### src/rtl/tmr_pkg.sv
package tmr_pkg;
   typedef enum logic [2:0] {
      A_CTRL   = 3'd0,
      A_MSTR   = 3'd1,
      A_SLV    = 3'd2,
      A_DIV    = 3'd3,
      A_PERIOD = 3'd4,
      A_COUNT  = 3'd5,
      A_EVT    = 3'd6
   } reg_addr_e;

   typedef enum logic [2:0] {
      MM_RESET  = 3'd0,
      MM_ENABLE = 3'd1,
      MM_UPDATE = 3'd2,
      MM_CMP    = 3'd3,
      MM_REF0   = 3'd4,
      MM_REF1   = 3'd5,
      MM_REF2   = 3'd6,
      MM_REF3   = 3'd7
   } master_sel_e;

   localparam logic [2:0] SLV_GATED = 3'd5;
   localparam logic [2:0] SLV_START = 3'd6;
endpackage

### src/rtl/tmr_trig_in.sv
module tmr_trig_in #(
   parameter int N_TRIG = 4,
   parameter int SEL_W  = (N_TRIG > 1) ? $clog2(N_TRIG) : 1
) (
   input  logic              clk,
   input  logic              rst_n,
   input  logic [N_TRIG-1:0] trig_raw,
   input  logic [SEL_W-1:0]  sel,
   output logic              lvl,
   output logic              rise
);
   logic [N_TRIG-1:0] meta_q;
   logic [N_TRIG-1:0] sync_q;
   logic              prev_q;

   genvar gi;
   generate
      for (gi = 0; gi < N_TRIG; gi++) begin : g_sync
         always_ff @(posedge clk or negedge rst_n) begin
            if (!rst_n) begin
               meta_q[gi] <= 1'b0;
               sync_q[gi] <= 1'b0;
            end else begin
               meta_q[gi] <= trig_raw[gi];
               sync_q[gi] <= meta_q[gi];
            end
         end
      end
   endgenerate

   assign lvl = sync_q[sel];

   always_ff @(posedge clk or negedge rst_n) begin
      if (!rst_n) prev_q <= 1'b0;
      else        prev_q <= lvl;
   end

   assign rise = lvl & ~prev_q;

   // an edge is reported for one cycle only
   a_r7_single_edge: assert property (@(posedge clk) disable iff (!rst_n)
      rise |=> !rise);
endmodule

### src/rtl/tmr_count_core.sv
module tmr_count_core #(
   parameter int CNT_W = 16,
   parameter int PSC_W = 16
) (
   input  logic             clk,
   input  logic             rst_n,
   input  logic             run_en,
   input  logic             gate_ok,
   input  logic             arpe,
   input  logic [PSC_W-1:0] psc_reg,
   input  logic [CNT_W-1:0] arr_reg,
   input  logic             ug,
   input  logic             cnt_wr,
   input  logic [CNT_W-1:0] cnt_wdata,
   output logic [CNT_W-1:0] cnt,
   output logic             uev
);
   logic [PSC_W-1:0] psc_act_q;
   logic [PSC_W-1:0] phase_q;
   logic [CNT_W-1:0] arr_shd_q;
   logic [CNT_W-1:0] arr_act;
   logic             run;
   logic             tick;
   logic             ovf;

   assign arr_act = arpe ? arr_shd_q : arr_reg;
   assign run     = run_en & gate_ok;
   assign tick    = run & (phase_q >= psc_act_q);
   assign ovf     = tick & (cnt >= arr_act);
   assign uev     = ovf | ug;

   always_ff @(posedge clk or negedge rst_n) begin
      if (!rst_n) begin
         phase_q <= '0;
      end else if (ug) begin
         phase_q <= '0;
      end else if (run) begin
         phase_q <= tick ? '0 : phase_q + 1'b1;
      end
   end

   always_ff @(posedge clk or negedge rst_n) begin
      if (!rst_n) begin
         cnt <= '0;
      end else if (ug) begin
         cnt <= '0;
      end else if (cnt_wr) begin
         cnt <= cnt_wdata;
      end else if (ovf) begin
         cnt <= '0;
      end else if (tick) begin
         cnt <= cnt + 1'b1;
      end
   end

   always_ff @(posedge clk or negedge rst_n) begin
      if (!rst_n) begin
         psc_act_q <= '0;
         arr_shd_q <= '0;
      end else begin
         if (uev) psc_act_q <= psc_reg;
         if (uev || !arpe) arr_shd_q <= arr_reg;
      end
   end

   a_r2_wrap_to_zero: assert property (@(posedge clk) disable iff (!rst_n)
      (ovf && !ug && !cnt_wr) |=> (cnt == '0));

   a_r2_step_one: assert property (@(posedge clk) disable iff (!rst_n)
      (tick && !ovf && !ug && !cnt_wr) |=> (cnt == $past(cnt) + 1'b1));

   a_r4_force_restart: assert property (@(posedge clk) disable iff (!rst_n)
      ug |=> (cnt == '0 && phase_q == '0));

   a_r5_hold_when_idle: assert property (@(posedge clk) disable iff (!rst_n)
      (!run && !ug && !cnt_wr) |=> $stable(cnt));

   a_r3_buffer_held: assert property (@(posedge clk) disable iff (!rst_n)
      (arpe && !uev) |=> $stable(arr_shd_q));
endmodule

### src/rtl/tmr_trgo_sel.sv
module tmr_trgo_sel
   import tmr_pkg::*;
#(
   parameter int N_REF = 4
) (
   input  logic             clk,
   input  logic             rst_n,
   input  logic [2:0]       mode,
   input  logic             ug,
   input  logic             run_en,
   input  logic             uev,
   input  logic             cmp_pulse,
   input  logic [N_REF-1:0] oc_ref,
   output logic             trgo
);
   logic src;

   always_comb begin
      case (master_sel_e'(mode))
         MM_RESET:  src = ug;
         MM_ENABLE: src = run_en;
         MM_UPDATE: src = uev;
         MM_CMP:    src = cmp_pulse;
         default:   src = oc_ref[mode[1:0]];
      endcase
   end

   always_ff @(posedge clk or negedge rst_n) begin
      if (!rst_n) trgo <= 1'b0;
      else        trgo <= src;
   end

   // in reset selection the output only rises after a forced update
   a_r9_reset_pulse_only: assert property (@(posedge clk) disable iff (!rst_n)
      (mode == MM_RESET && !ug) |=> !trgo);
endmodule

### src/rtl/tmr_chain_top.sv
module tmr_chain_top
   import tmr_pkg::*;
#(
   parameter int DATA_W = 16,
   parameter int CNT_W  = 16,
   parameter int PSC_W  = 16,
   parameter int N_TRIG = 4,
   localparam int SEL_W = (N_TRIG > 1) ? $clog2(N_TRIG) : 1
) (
   input  logic              clk,
   input  logic              rst_n,
   input  logic              bus_wr,
   input  logic [2:0]        bus_addr,
   input  logic [DATA_W-1:0] bus_wdata,
   output logic [DATA_W-1:0] bus_rdata,
   input  logic [N_TRIG-1:0] trig_in,
   input  logic [3:0]        oc_ref,
   input  logic              cmp_pulse,
   output logic              trgo
);
   localparam int TS_LSB = 4;

   initial begin
      assert (CNT_W >= 1 && CNT_W <= DATA_W) else $error("CNT_W out of range");
      assert (PSC_W >= 1 && PSC_W <= DATA_W) else $error("PSC_W out of range");
      assert (TS_LSB + SEL_W <= DATA_W) else $error("slave field too wide");
      assert (N_TRIG >= 1) else $error("need at least one trigger");
   end

   logic             run_q;
   logic             arpe_q;
   logic [2:0]       mstr_q;
   logic [2:0]       sms_q;
   logic [SEL_W-1:0] ts_q;
   logic [PSC_W-1:0] psc_q;
   logic [CNT_W-1:0] arr_q;
   logic [CNT_W-1:0] cnt;
   logic             uev;
   logic             trig_lvl;
   logic             trig_rise;
   logic             gate_ok;
   logic             ug;
   logic             cnt_wr;

   assign ug      = bus_wr && (bus_addr == A_EVT) && bus_wdata[0];
   assign cnt_wr  = bus_wr && (bus_addr == A_COUNT);
   assign gate_ok = (sms_q != SLV_GATED) || trig_lvl;

   always_ff @(posedge clk or negedge rst_n) begin
      if (!rst_n) begin
         run_q  <= 1'b0;
         arpe_q <= 1'b0;
         mstr_q <= '0;
         sms_q  <= '0;
         ts_q   <= '0;
         psc_q  <= '0;
         arr_q  <= '0;
      end else begin
         if (bus_wr) begin
            case (reg_addr_e'(bus_addr))
               A_CTRL: begin
                  run_q  <= bus_wdata[0];
                  arpe_q <= bus_wdata[1];
               end
               A_MSTR:   mstr_q <= bus_wdata[2:0];
               A_SLV: begin
                  sms_q <= bus_wdata[2:0];
                  ts_q  <= bus_wdata[TS_LSB +: SEL_W];
               end
               A_DIV:    psc_q <= bus_wdata[PSC_W-1:0];
               A_PERIOD: arr_q <= bus_wdata[CNT_W-1:0];
               default: ;
            endcase
         end
         if (sms_q == SLV_START && trig_rise) run_q <= 1'b1;
      end
   end

   always_comb begin
      bus_rdata = '0;
      case (reg_addr_e'(bus_addr))
         A_CTRL:   bus_rdata = DATA_W'({arpe_q, run_q});
         A_MSTR:   bus_rdata = DATA_W'(mstr_q);
         A_SLV: begin
            bus_rdata[2:0]              = sms_q;
            bus_rdata[TS_LSB +: SEL_W]  = ts_q;
         end
         A_DIV:    bus_rdata = DATA_W'(psc_q);
         A_PERIOD: bus_rdata = DATA_W'(arr_q);
         A_COUNT:  bus_rdata = DATA_W'(cnt);
         default:  bus_rdata = '0;
      endcase
   end

   tmr_trig_in #(.N_TRIG(N_TRIG), .SEL_W(SEL_W)) trig_i (
      .clk(clk), .rst_n(rst_n), .trig_raw(trig_in), .sel(ts_q),
      .lvl(trig_lvl), .rise(trig_rise)
   );

   tmr_count_core #(.CNT_W(CNT_W), .PSC_W(PSC_W)) core_i (
      .clk(clk), .rst_n(rst_n), .run_en(run_q), .gate_ok(gate_ok),
      .arpe(arpe_q), .psc_reg(psc_q), .arr_reg(arr_q), .ug(ug),
      .cnt_wr(cnt_wr), .cnt_wdata(bus_wdata[CNT_W-1:0]),
      .cnt(cnt), .uev(uev)
   );

   tmr_trgo_sel #(.N_REF(4)) trgo_i (
      .clk(clk), .rst_n(rst_n), .mode(mstr_q), .ug(ug), .run_en(run_q),
      .uev(uev), .cmp_pulse(cmp_pulse), .oc_ref(oc_ref), .trgo(trgo)
   );

   a_r7_start_sets_run: assert property (@(posedge clk) disable iff (!rst_n)
      (sms_q == SLV_START && trig_rise) |=> run_q);

   a_r6_gate_blocks: assert property (@(posedge clk) disable iff (!rst_n)
      (sms_q == SLV_GATED && !trig_lvl && !ug && !cnt_wr) |=> $stable(cnt));
endmodule

### config.mk
export PLATFORM = sky130hd
export DESIGN_NAME = tmr_chain_top
export DESIGN_NICKNAME = d
export VERILOG_FILES = /design/src/rtl/tmr_pkg.sv /design/src/rtl/tmr_trig_in.sv /design/src/rtl/tmr_count_core.sv /design/src/rtl/tmr_trgo_sel.sv /design/src/rtl/tmr_chain_top.sv
export SDC_FILE = /design/constraint.sdc
export NUM_CORES = 1
export LEC_CHECK = 0
export ABC_AREA = 1
export BUFFER_PORTS_ARGS = -buffer_cell sky130_fd_sc_hd__buf_2
export CORE_MARGIN = 2
export CORE_UTILIZATION = 40
export CTS_BUF_LIST = sky130_fd_sc_hd__clkbuf_16
export DETAILED_ROUTE_END_ITERATION = 16
export PLACE_DENSITY = 0.55
export SLEW_MARGIN = 20
export SYNTH_ARGS = -nofsm -noshare
export SYNTH_HDL_FRONTEND = slang
export SYNTH_SLANG_ARGS = --single-unit
### constraint.sdc
create_clock -name clk -period 3.4 [get_ports clk]
set_input_delay 0.51 -clock clk [delete_from_list [all_inputs] [get_ports clk]]
set_output_delay 0.51 -clock clk [all_outputs]
set_load 0.1 [all_outputs]
==> flow_metrics.tcl, run 1 <==
set metrics [dict create \
    p_int_mw 3.454 \
    fin_nets 991 \
    synth_top_area_cell "dfrtp_1" \
    n_antenna_cell 0 \
    start_kind "input pin" \
    area_growth_pct 15.60 \
    fmax_mhz 360.9 \
    fin_crit_sh_pct 81.50 \
    drt-total-wl_mm 17.31 \
    grt_use_met2_pct 32.73 \
    dr.pass1.iters 5 \
    worst_path_largest_cell_delay_ns 0.40 \
    yosysTopAreaCellShare_pct 43.98 \
    use_met1_pct 28.95 \
    timing.final.crit_period_ns 2.771 \
    max-cap-violations 0 \
    tightest_slew_ns 1.069 \
    crit_type "in2out" \
    fin_ws_ns 0.6290 \
    grt.busiest_layer "met2" \
    cp_common_cell "inv_1" \
    ys.warnings.count 0 \
    start_util_pct 41.25 \
    ctsRootBufferMaster "clkbuf_16" \
    synth_edf_count 0 \
    combPwrFrac_pct 32.8 \
    use_met3_pct 4.253 \
    cts_resized 0 \
    power.leakage_nw 4.032 \
    drtIter0Drc 495 \
    die_h_um 132.5 \
    worst_setup_path_end_kind "primary output" \
    grt_pass1_vias 5392 \
    synth.area.top_cells "dfrtp_1, nand2_1, inv_1, ha_1, o21ai_0" \
    numPortBuffers 47 \
    syn-cell-area_um2 6600 \
    swShare_pct 39.47 \
    placementRows 46 \
    path_clk_slew_ns 0.06 \
    ys_types 41 \
    die-width_um 132.5 \
    place_ws_ns 0.5696 \
    outcome "completed" \
    hold_viol 0 \
    ir_worst_vdd_v 0.0004339 \
    ys_ff_latch 116 \
    postRouteAntennaNets 0 \
    hold_buffers 0 \
    vias_per_cell 4.900 \
    num_io_pins 48 \
    layout-drive-gt1-share_pct 10.44 \
    cts_tree "yes" \
    cp.arrival_ns 2.26 \
    syn_nets 943 \
    gp_congestion 0.8969 \
    p_per_area_nw_per_um2 747.9 \
    grt_pass1_wl_mm 28.54 \
    drc 0 \
    core_area_um2 16000 \
    syn_area_per_cell_um2 7.517 \
    htreeDepth 4 \
    seqPwrFrac_pct 36.1 \
    slew_viol_final 0 \
    antenna_found_initial 0 \
    vias 5660 \
    fin_skew_ns 0.01421 \
    clk_latency_ns 0.42 \
    grt_setup_unrepaired "no" \
    postCtsSetupRepairBufs 0 \
    slew_headroom_pct 28.59 \
    path_max_fanout 13 \
    synth-main-ff-cell "dfrtp_1" \
    clock-sinks 116 \
    grt_usage_pct 20.69 \
    power.switching_mw 2.252 \
    async_flop_share_pct 100.0 \
    wl_per_cell_um 14.99 \
    cts_max_path_buffers 2 \
    numCtsBuffers 17 \
    grt_max_degree 62 \
    hold_class "in2async" \
    fin_setup_tns_ns 0 \
    setup_viol_count_final 0 \
    yosysSeqAreaShare_pct 43.98 \
    dieArea_um2 17540 \
    syn_inst 878 \
    clkPwrFrac_pct 31.1 \
    worst_ep_required_time_ns 2.89 \
    crit_chain "buf_2 > inv_1 > nor2_1 > inv_1 > nor2_1 > buf_4 > inv_1 > o22ai_1 > a221oi_1 > o211ai_1 > buf_2" \
    r2r_slack_ns 0.77 \
    crit_slowest_cell "inv_1" \
    grt_overflow 0 \
    hpwlAfterDp_mm 12.28 \
]
sequential cells by signal (all words and copies together) (netlist names):
register and flops:
trgo_i.trgo 1, trig_i.meta_q 4, core_i.arr_shd_q 16, core_i.cnt 16, trig_i.sync_q 4, arr_q 16
psc_q 16, core_i.phase_q 16, sms_q 3, mstr_q 3, ts_q 2, run_q 1
core_i.psc_act_q 16, trig_i.prev_q 1, arpe_q 1
cells in the final DEF, fill, tap and decap left out, types with 3 or more instances in the layout:
cell,Yosys,routed
o21ai_1,29,30
a22oi_1,3,3
and3_1,3,3
buf_2,2,46
a221oi_1,3,3
buf_4,5,6
o21ai_0,74,73
clkbuf_16,0,17
dfrtp_1,116,116
nor3_1,12,12
clkinvlp_4,0,3
inv_1,120,120
inv_6,0,3
a21oi_1,23,23
ha_1,34,34
o22ai_1,4,4
inv_2,4,4
o211ai_1,11,11
nand2_1,294,294
xor2_1,14,14
clkinv_4,0,4
nand3_1,23,23
nand4_1,7,7
nor2_1,58,58
power by group through the flow:
stage,registers [mW],clock network [mW],logic [mW]
3_3_place_gp,2.08,0,1.86
5_1_grt,2.11,1.88,2.17
2_1_floorplan,2.00,0,1.47
3_5_place_dp,2.08,0,1.89
6_report,2.06,1.77,1.87
4_1_cts,2.06,1.81,1.90
layer usage:
metal	part of all wire, %	up-vias
li1	-	2912
met1	49	2607
met2	46	119
met3	4.3	22
met4	1.3	0
met5	0	-
through the flow:
| stage | area (um2) | utilization, % | power [mW] | std cells | hold WS, ns |
|---|---|---|---|---|---|
| after floorplan | 6600 | - | 3.468 | 878 | 0.2144 |
| after global placement | 7048 | 44.05 | 3.942 | 1123 | 0.3326 |
| after detailed placement | 7048 | 44.05 | 3.966 | 1123 | 0.3347 |
| after CTS | 7630 | 47.69 | 5.773 | 1155 | 0.1729 |
| after global routing | 7630 | 47.69 | 6.158 | 1155 | 0.1691 |
| final | 7630 | 47.69 | 5.706 | 1155 | 0.1632 |
synth_stat cells, types with 2 or more instances:
| cell type | n |
|---|---|
| a22oi_1 | 3 |
| a21oi_1 | 23 |
| xor2_1 | 14 |
| dfrtp_1 | 116 |
| o22ai_1 | 4 |
| clkbuf_1 | 14 |
| ha_1 | 34 |
| and3_1 | 3 |
| buf_6 | 3 |
| o211ai_1 | 11 |
| nor3_1 | 12 |
| buf_4 | 5 |
| o21ai_0 | 74 |
| o21ai_1 | 29 |
| nand2_1 | 294 |
| nor2_1 | 58 |
| nor2_2 | 2 |
| inv_2 | 4 |
| a221oi_1 | 3 |
| inv_1 | 120 |
| nand4_1 | 7 |
| buf_2 | 2 |
| nand2_4 | 2 |
| nand3_1 | 23 |
| o2111ai_1 | 2 |
area by class of cell:
type | count | area, um2
clock inverters | 15 | 156.4
flip-flops and latches | 116 | 2903
inverters | 124 | 465.4
multi-input cells | 613 | 3094
well taps | 216 | 270.3
fillers | 1659 | 8371
clock buffers | 17 | 425.4
repair buffers | 54 | 315.3
path summary, 6_finish.rpt:
check / startpoint / cells past startpoint / endpoint
max in group asynchronous: rst_n / 2 / core_i.arr_shd_q[9]
min in group clk: trig_in[1] / 1 / trig_i.meta_q[1]
hold reg to reg: trig_i.meta_q[2] / 0 / trig_i.sync_q[2]
setup reg to reg: arpe_q / 14 / core_i.arr_shd_q[11]
setup / recovery: bus_addr[0] / 11 / bus_rdata[0]
hold / removal: rst_n / 1 / core_i.phase_q[1]
logic make-up (layout without fill, tap and decap cells):
family          count (synthesis)  after routing  synth area share [%]
flops                         116            116                 43.98
fa+ha+maj                      34             34                 6.446
buf+inv                       149            210                 9.137
compound gates                157            157                 13.27
simple gates                  407            407                 25.18
xor+xnor                       15             15                 1.991
worst max-delay path, delay by kind of cell:
family	cells	cell delay, ns
buf+inv	6	1.12
simple gates	2	0.09
compound gates	3	0.53
No activity file was read; power rests on OpenSTA's default activity.
==> run 2: changes to the inputs <==
--- a/config.mk
+++ b/config.mk
@@ -5,7 +5,7 @@
 export SDC_FILE = /design/constraint.sdc
 export NUM_CORES = 1
 export LEC_CHECK = 0
-export ABC_AREA = 1
+export ABC_AREA = 0
 export BUFFER_PORTS_ARGS = -buffer_cell sky130_fd_sc_hd__buf_2
 export CORE_MARGIN = 2
 export CORE_UTILIZATION = 40
==> constraint.sdc (replaced) <==
create_clock -name clk -period 2.65 [get_ports clk]
set_input_delay 0.3975 -clock clk [delete_from_list [all_inputs] [get_ports clk]]
set_output_delay 0.3975 -clock clk [all_outputs]
set_load 0.1 [all_outputs]
==> flow_metrics.tcl, run 2 <==
set metrics [dict create \
    outcome "complete, but fails checks" \
    violations "negative setup slack" \
    max-cap-violations 0 \
    placementRows 46 \
    rr_worst_depth 11 \
    n_antenna_cell 0 \
    power.switching_mw 3.076 \
    grt_overflow 0 \
    clock-sinks 116 \
    wl_per_cell_um 18.58 \
    synthTopCellsByCount "dfrtp_1, mux2_2, nand2_1" \
    fin_nets 768 \
    cts_tree "yes" \
    swShare_pct 37.01 \
    holdWs_ns 0.04185 \
    dr.pass1.iters 8 \
    combPwrFrac_pct 42.1 \
    power.leakage_nw 3.879 \
    die_h_um 130.2 \
    synth_edf_count 0 \
    slew_viol_final 0 \
    p_int_mw 5.236 \
    grt_usage_pct 21.66 \
    vias 5078 \
    p_per_area_nw_per_um2 993.2 \
    ir_worst_vdd_v 0.0005814 \
    worst_ep_required_time_ns 2.95 \
    async_flop_share_pct 100.0 \
    layout-drive-gt1-share_pct 36.73 \
    die-width_um 130.2 \
    start_kind "flip-flop" \
    yosysTopAreaCellShare_pct 45.58 \
    fmax_mhz 355.7 \
    ys.warnings.count 0 \
    numPortBuffers 47 \
    tightest_slew_ns 0.7179 \
    cts_max_path_buffers 2 \
    synth-main-ff-cell "dfrtp_1" \
    core_area_um2 15710 \
    place_ws_ns -0.2254 \
    final_common_cell "dfrtp_1" \
    ys_types 60 \
    num_io_pins 48 \
    grt_max_degree 63 \
    synth.area.top_cells "dfrtp_1, mux2_2, ha_1, mux2i_1, nand2_1" \
    numCtsBuffers 17 \
    synth_top_area_cell "dfrtp_1" \
    hold_buffers 0 \
    grt_pass1_wl_mm 27.68 \
    start_util_pct 40.53 \
    r2r_start "arpe_q" \
    layout_common_cells "dfrtp_1, buf_4, nand2_1" \
    multi_input_area_um2 3501 \
    worst_setup_path_end_kind "flip-flop" \
    rr_endpoint "core_i.arr_shd_q[8]" \
    seqPwrFrac_pct 33.1 \
    hold_viol 0 \
    hpwlAfterDp_mm 12.90 \
    fin_ws_ns -0.1616 \
    path_clk_slew_ns 0.05 \
    timing.final.crit_period_ns 2.812 \
    drt-total-wl_mm 17.32 \
    postRouteAntennaNets 0 \
    hold_class "in2async" \
    grt_pass1_vias 5251 \
    fin_crit_sh_pct 106.1 \
    syn_nets 654 \
    slew_headroom_pct 52.14 \
    antenna_found_initial 0 \
    clkPwrFrac_pct 24.8 \
    setup_viol_count_final 46 \
    cp.arrival_ns 3.11 \
    dieArea_um2 16950 \
    syn-cell-area_um2 6369 \
    seqCellArea_um2 2904 \
    vias_per_cell 5.448 \
    syn_area_per_cell_um2 10.81 \
    grt_setup_unrepaired "yes" \
    ys_ff_latch 116 \
    crit_type "reg2reg" \
    fillCellCount 1355 \
    syn_inst 589 \
    gp_congestion 0.8824 \
    yosysMostFrequentCell "dfrtp_1" \
    drc 0 \
    htreeDepth 4 \
    area_growth_pct 31.41 \
    yosysSeqAreaShare_pct 45.58 \
    clk_latency_ns 0.42 \
    fin_skew_ns 0.008492 \
    r2r_slack_ns -0.16 \
    ctsRootBufferMaster "clkbuf_16" \
    drtIter0Drc 626 \
    path_max_fanout 8 \
]
[run 2: cell types whose count changed in the layout (fill, tap and decap cells not counted), moves of 31 or more]
cell / previous run / this run
mux2i_1: 0 / 31
nand2_1: 294 / 56
buf_4: 6 / 58
o21ai_0: 73 / 11
mux2_2: 0 / 48
inv_1: 120 / 30
[run 2: cell type report]
type,instances,share of cell area [%]
clock inverter,15,1.196
clock buffer,17,5.083
sequential,116,34.70
multi-input combinational,421,41.83
timing repair buffer,119,12.71
inverter,28,1.256
tap,216,3.229
[run 2: routing by layer]
layer / wire length, um / global-route usage [%] / share of wire [%] / vias to the layer above
li1: - / - / - / 2387
met2: 8356 / 34.89 / 48 / 151
met3: 864 / 4.879 / 5.0 / 39
met5: 0 / 0 / 0 / -
met1: 7639 / 28.19 / 44 / 2501
met4: 461 / 9.171 / 2.7 / 0
[run 2: power by group through the flow]
stage	combinational, mW	sequential (mW)	clock (mW)
global route	3.80	2.82	2.19
floorplan	2.07	2.70	0
global placement	3.02	2.75	0
CTS	3.45	2.75	2.11
finish	3.50	2.75	2.06
detailed placement	3.11	2.76	0
[run 2: kinds of logic after synthesis]
logic type | synth area share, %
compound gates | 12.28
buf+inv | 3.458
flops | 45.58
xor+xnor | 0.8251
simple gates | 11.77
mux | 19.41
fa+ha+maj | 6.680
[run 2: critical path, stage by stage, from the launching register on]
cell       delay (ns)
dfrtp_2          0.44
buf_6            0.13
mux2i_1          0.12
ha_1             0.34
a211oi_2         0.22
o21ai_2          0.11
a2111oi_4        0.43
o31ai_4          0.11
a21oi_4          0.14
and2_4           0.20
buf_12           0.14
mux2_4           0.30
[run 2: repair_timing]
| item | CTS | global route |
|---|---|---|
| setup endpoints to repair | 43 | 49 |
| gates resized for setup | 35 | 6 |
| cloned | 1 | 0 |
| pin swaps | 15 | 9 |
| setup buffers | 5 | 0 |
[run 2: how the worst max path moves through the flow]
stage                           start                    to  slack [ns]
after floorplan           bus_addr[0]         bus_rdata[10]       -0.41
after global placement         arpe_q         core_i.cnt[7]       -0.13
after detailed placement       arpe_q        core_i.cnt[11]       -0.23
after CTS                      arpe_q  core_i.arr_shd_q[12]       -0.12
after global routing           arpe_q  core_i.arr_shd_q[10]       -0.29
final                          arpe_q   core_i.arr_shd_q[8]       -0.16
[run 2: metrics by stage]
| step | setup TNS (ns) | util (%) | power, mW | instances | area (um2) |
|---|---|---|---|---|---|
| CTS | -3.694 | 53.11 | 8.309 | 932 | 8344 |
| detailed placement | -5.980 | 48.43 | 5.872 | 894 | 7610 |
| finish | -5.575 | 53.26 | 8.312 | 932 | 8369 |
| global placement | -2.564 | 48.43 | 5.775 | 894 | 7610 |
| floorplan | -5.258 | - | 4.766 | 589 | 6528 |
| global route | -11.45 | 53.26 | 8.802 | 932 | 8369 |
==> run 3: changes to the inputs <==
--- a/config.mk
+++ b/config.mk
@@ -7,11 +7,13 @@
 export LEC_CHECK = 0
 export ABC_AREA = 0
 export BUFFER_PORTS_ARGS = -buffer_cell sky130_fd_sc_hd__buf_2
+export CORE_ASPECT_RATIO = 0.75
 export CORE_MARGIN = 2
 export CORE_UTILIZATION = 40
 export CTS_BUF_LIST = sky130_fd_sc_hd__clkbuf_16
 export DETAILED_ROUTE_END_ITERATION = 16
 export PLACE_DENSITY = 0.55
+export SETUP_SLACK_MARGIN = 0.1
 export SLEW_MARGIN = 20
 export SYNTH_ARGS = -nofsm -noshare
 export SYNTH_HDL_FRONTEND = slang
==> flow_metrics.tcl, run 3 (same netlist as run 2, synthesis figures left out) <==
set metrics [dict create \
    vias 5011 \
    fin_skew_ns 0.01167 \
    slew_viol_final 0 \
    htreeDepth 4 \
    grt_pass1_wl_mm 27.33 \
    combPwrFrac_pct 41.4 \
    holdWs_ns 0.03687 \
    cp.arrival_ns 3.16 \
    start_util_pct 41.30 \
    drtIter0Drc 243 \
    fin_setup_tns_ns -7.778 \
    cts_tree "yes" \
    layout-drive-gt1-share_pct 38.37 \
    swShare_pct 36.58 \
    hpwlAfterDp_mm 12.64 \
    drt-total-wl_mm 17.15 \
    path_clk_slew_ns 0.06 \
    core_area_um2 15420 \
    ctsRootBufferMaster "clkbuf_16" \
    timing.final.crit_period_ns 2.867 \
    place_ws_ns -0.4367 \
    hold_class "in2async" \
    rr_endpoint "core_i.psc_act_q[5]" \
    gp_congestion 0.8853 \
    crit_type "reg2reg" \
    rr_worst_depth 11 \
    drc 0 \
    fin_nets 774 \
    die_h_um 113.3 \
    ir_worst_vdd_v 0.0003876 \
    hold_viol 0 \
    start_kind "flip-flop" \
    worst_setup_path_end_kind "flip-flop" \
    placementRows 39 \
    grt_pass1_vias 5059 \
    clock-sinks 116 \
    r2r_start "arpe_q" \
    layout_common_cells "dfrtp_1, buf_4, nand2_1" \
    seqPwrFrac_pct 31.9 \
    p_per_area_nw_per_um2 1007 \
    clk_latency_ns 0.42 \
    postRouteAntennaNets 0 \
    final_common_cell "dfrtp_1" \
    grt_usage_pct 21.19 \
    fin_ws_ns -0.2167 \
    max-cap-violations 0 \
    numPortBuffers 47 \
    power.leakage_nw 3.921 \
    fin_crit_sh_pct 108.2 \
    grt_overflow 0 \
    wl_per_cell_um 18.50 \
    n_antenna_cell 0 \
    fmax_mhz 348.8 \
    antenna_found_initial 0 \
    dr.pass1.iters 4 \
    tightest_slew_ns 0.7084 \
    cts_max_path_buffers 2 \
    dieArea_um2 16960 \
    area_growth_pct 32.65 \
    power.switching_mw 3.112 \
    worst_ep_required_time_ns 2.95 \
    grt_setup_unrepaired "yes" \
    hold_buffers 0 \
    path_max_fanout 9 \
    p_int_mw 5.395 \
    numCtsBuffers 17 \
    vias_per_cell 5.406 \
    violations "negative setup slack" \
    grt_max_degree 53 \
    num_io_pins 48 \
    clkPwrFrac_pct 26.6 \
    slew_headroom_pct 52.77 \
    outcome "complete, but fails checks" \
    die-width_um 149.7 \
    setup_viol_count_final 47 \
    r2r_slack_ns -0.22 \
]
[run 3: changes by cell type in the layout (fill, tap and decap cells not counted), sizes merged]
cell / previous run / this run
bufinv: 1 / 2
clkinv: 9 / 6
inv: 30 / 31
buf: 119 / 123
clkbuf: 17 / 18
clkinvlp: 3 / 4
clkdlybuf4s15: 0 / 1
[run 3: power by group through the flow]
stage               clock network [mW]  logic [mW]  registers (mW)
global placement                     0        3.12            2.74
CTS                               2.31        3.42            2.71
detailed placement                   0        3.20            2.73
global route                      2.41        3.81            2.78
floorplan                            0        2.11            2.70
finish                            2.27        3.52            2.72
[run 3: repair_timing]
action | in CTS | in global routing
setup endpoints to repair | 49 | 57
gates cloned | 0 | 2
setup buffers | 4 | 5
gates resized for setup | 14 | 27
pin swaps | 6 | 13
[run 3: worst max-delay path, stage by stage (launching register included)]
cell	delay [ns]
dfrtp_2	0.45
buf_6	0.14
mux2i_2	0.14
ha_1	0.33
a211oi_2	0.21
o21ai_2	0.11
a2111oi_4	0.43
o31ai_4	0.14
a21oi_4	0.15
buf_4	0.16
buf_12	0.14
mux2_2	0.34
[run 3: worst max-delay path by stage]
stage	start	endpoint	slack, ns	cells past startpoint
5_1_grt	arpe_q	core_i.psc_act_q[5]	-0.31	11
6_report	arpe_q	core_i.psc_act_q[5]	-0.22	11
2_1_floorplan	bus_addr[1]	bus_rdata[4]	-0.37	4
4_1_cts	arpe_q	core_i.arr_shd_q[2]	-0.21	11
3_3_place_gp	arpe_q	core_i.arr_shd_q[0]	-0.21	10
3_5_place_dp	arpe_q	core_i.cnt[2]	-0.44	11
[run 3: final cells by class]
| cell class | instances | area, um2 |
|---|---|---|
| fillers | 1390 | 6972 |
| multi-input cells | 421 | 3500 |
| flip-flops and latches | 116 | 2904 |
| repair buffers | 125 | 1101 |
| clock buffers | 17 | 425.4 |
| well taps | 205 | 256.5 |
| clock inverters | 15 | 156.4 |
| inverters | 28 | 105.1 |
[run 3: metal layers]
layer	track usage, %	vias up	part of all wire [%]	wire length [um]
li1	-	2401	-	-
met1	31.00	2475	51	8699
met2	31.59	115	44	7578
met3	5.161	20	4.0	684
met4	5.346	0	1.1	188
met5	0	-	0	0
[run 3: stage by stage]
step	util, %	std cells	area, um2	total power [mW]
2_1_floorplan	-	589	6548	4.811
3_3_place_gp	49.19	885	7585	5.859
3_5_place_dp	49.19	885	7585	5.932
4_1_cts	53.73	921	8285	8.444
5_1_grt	54.79	927	8448	9.012
6_report	54.79	927	8448	8.506
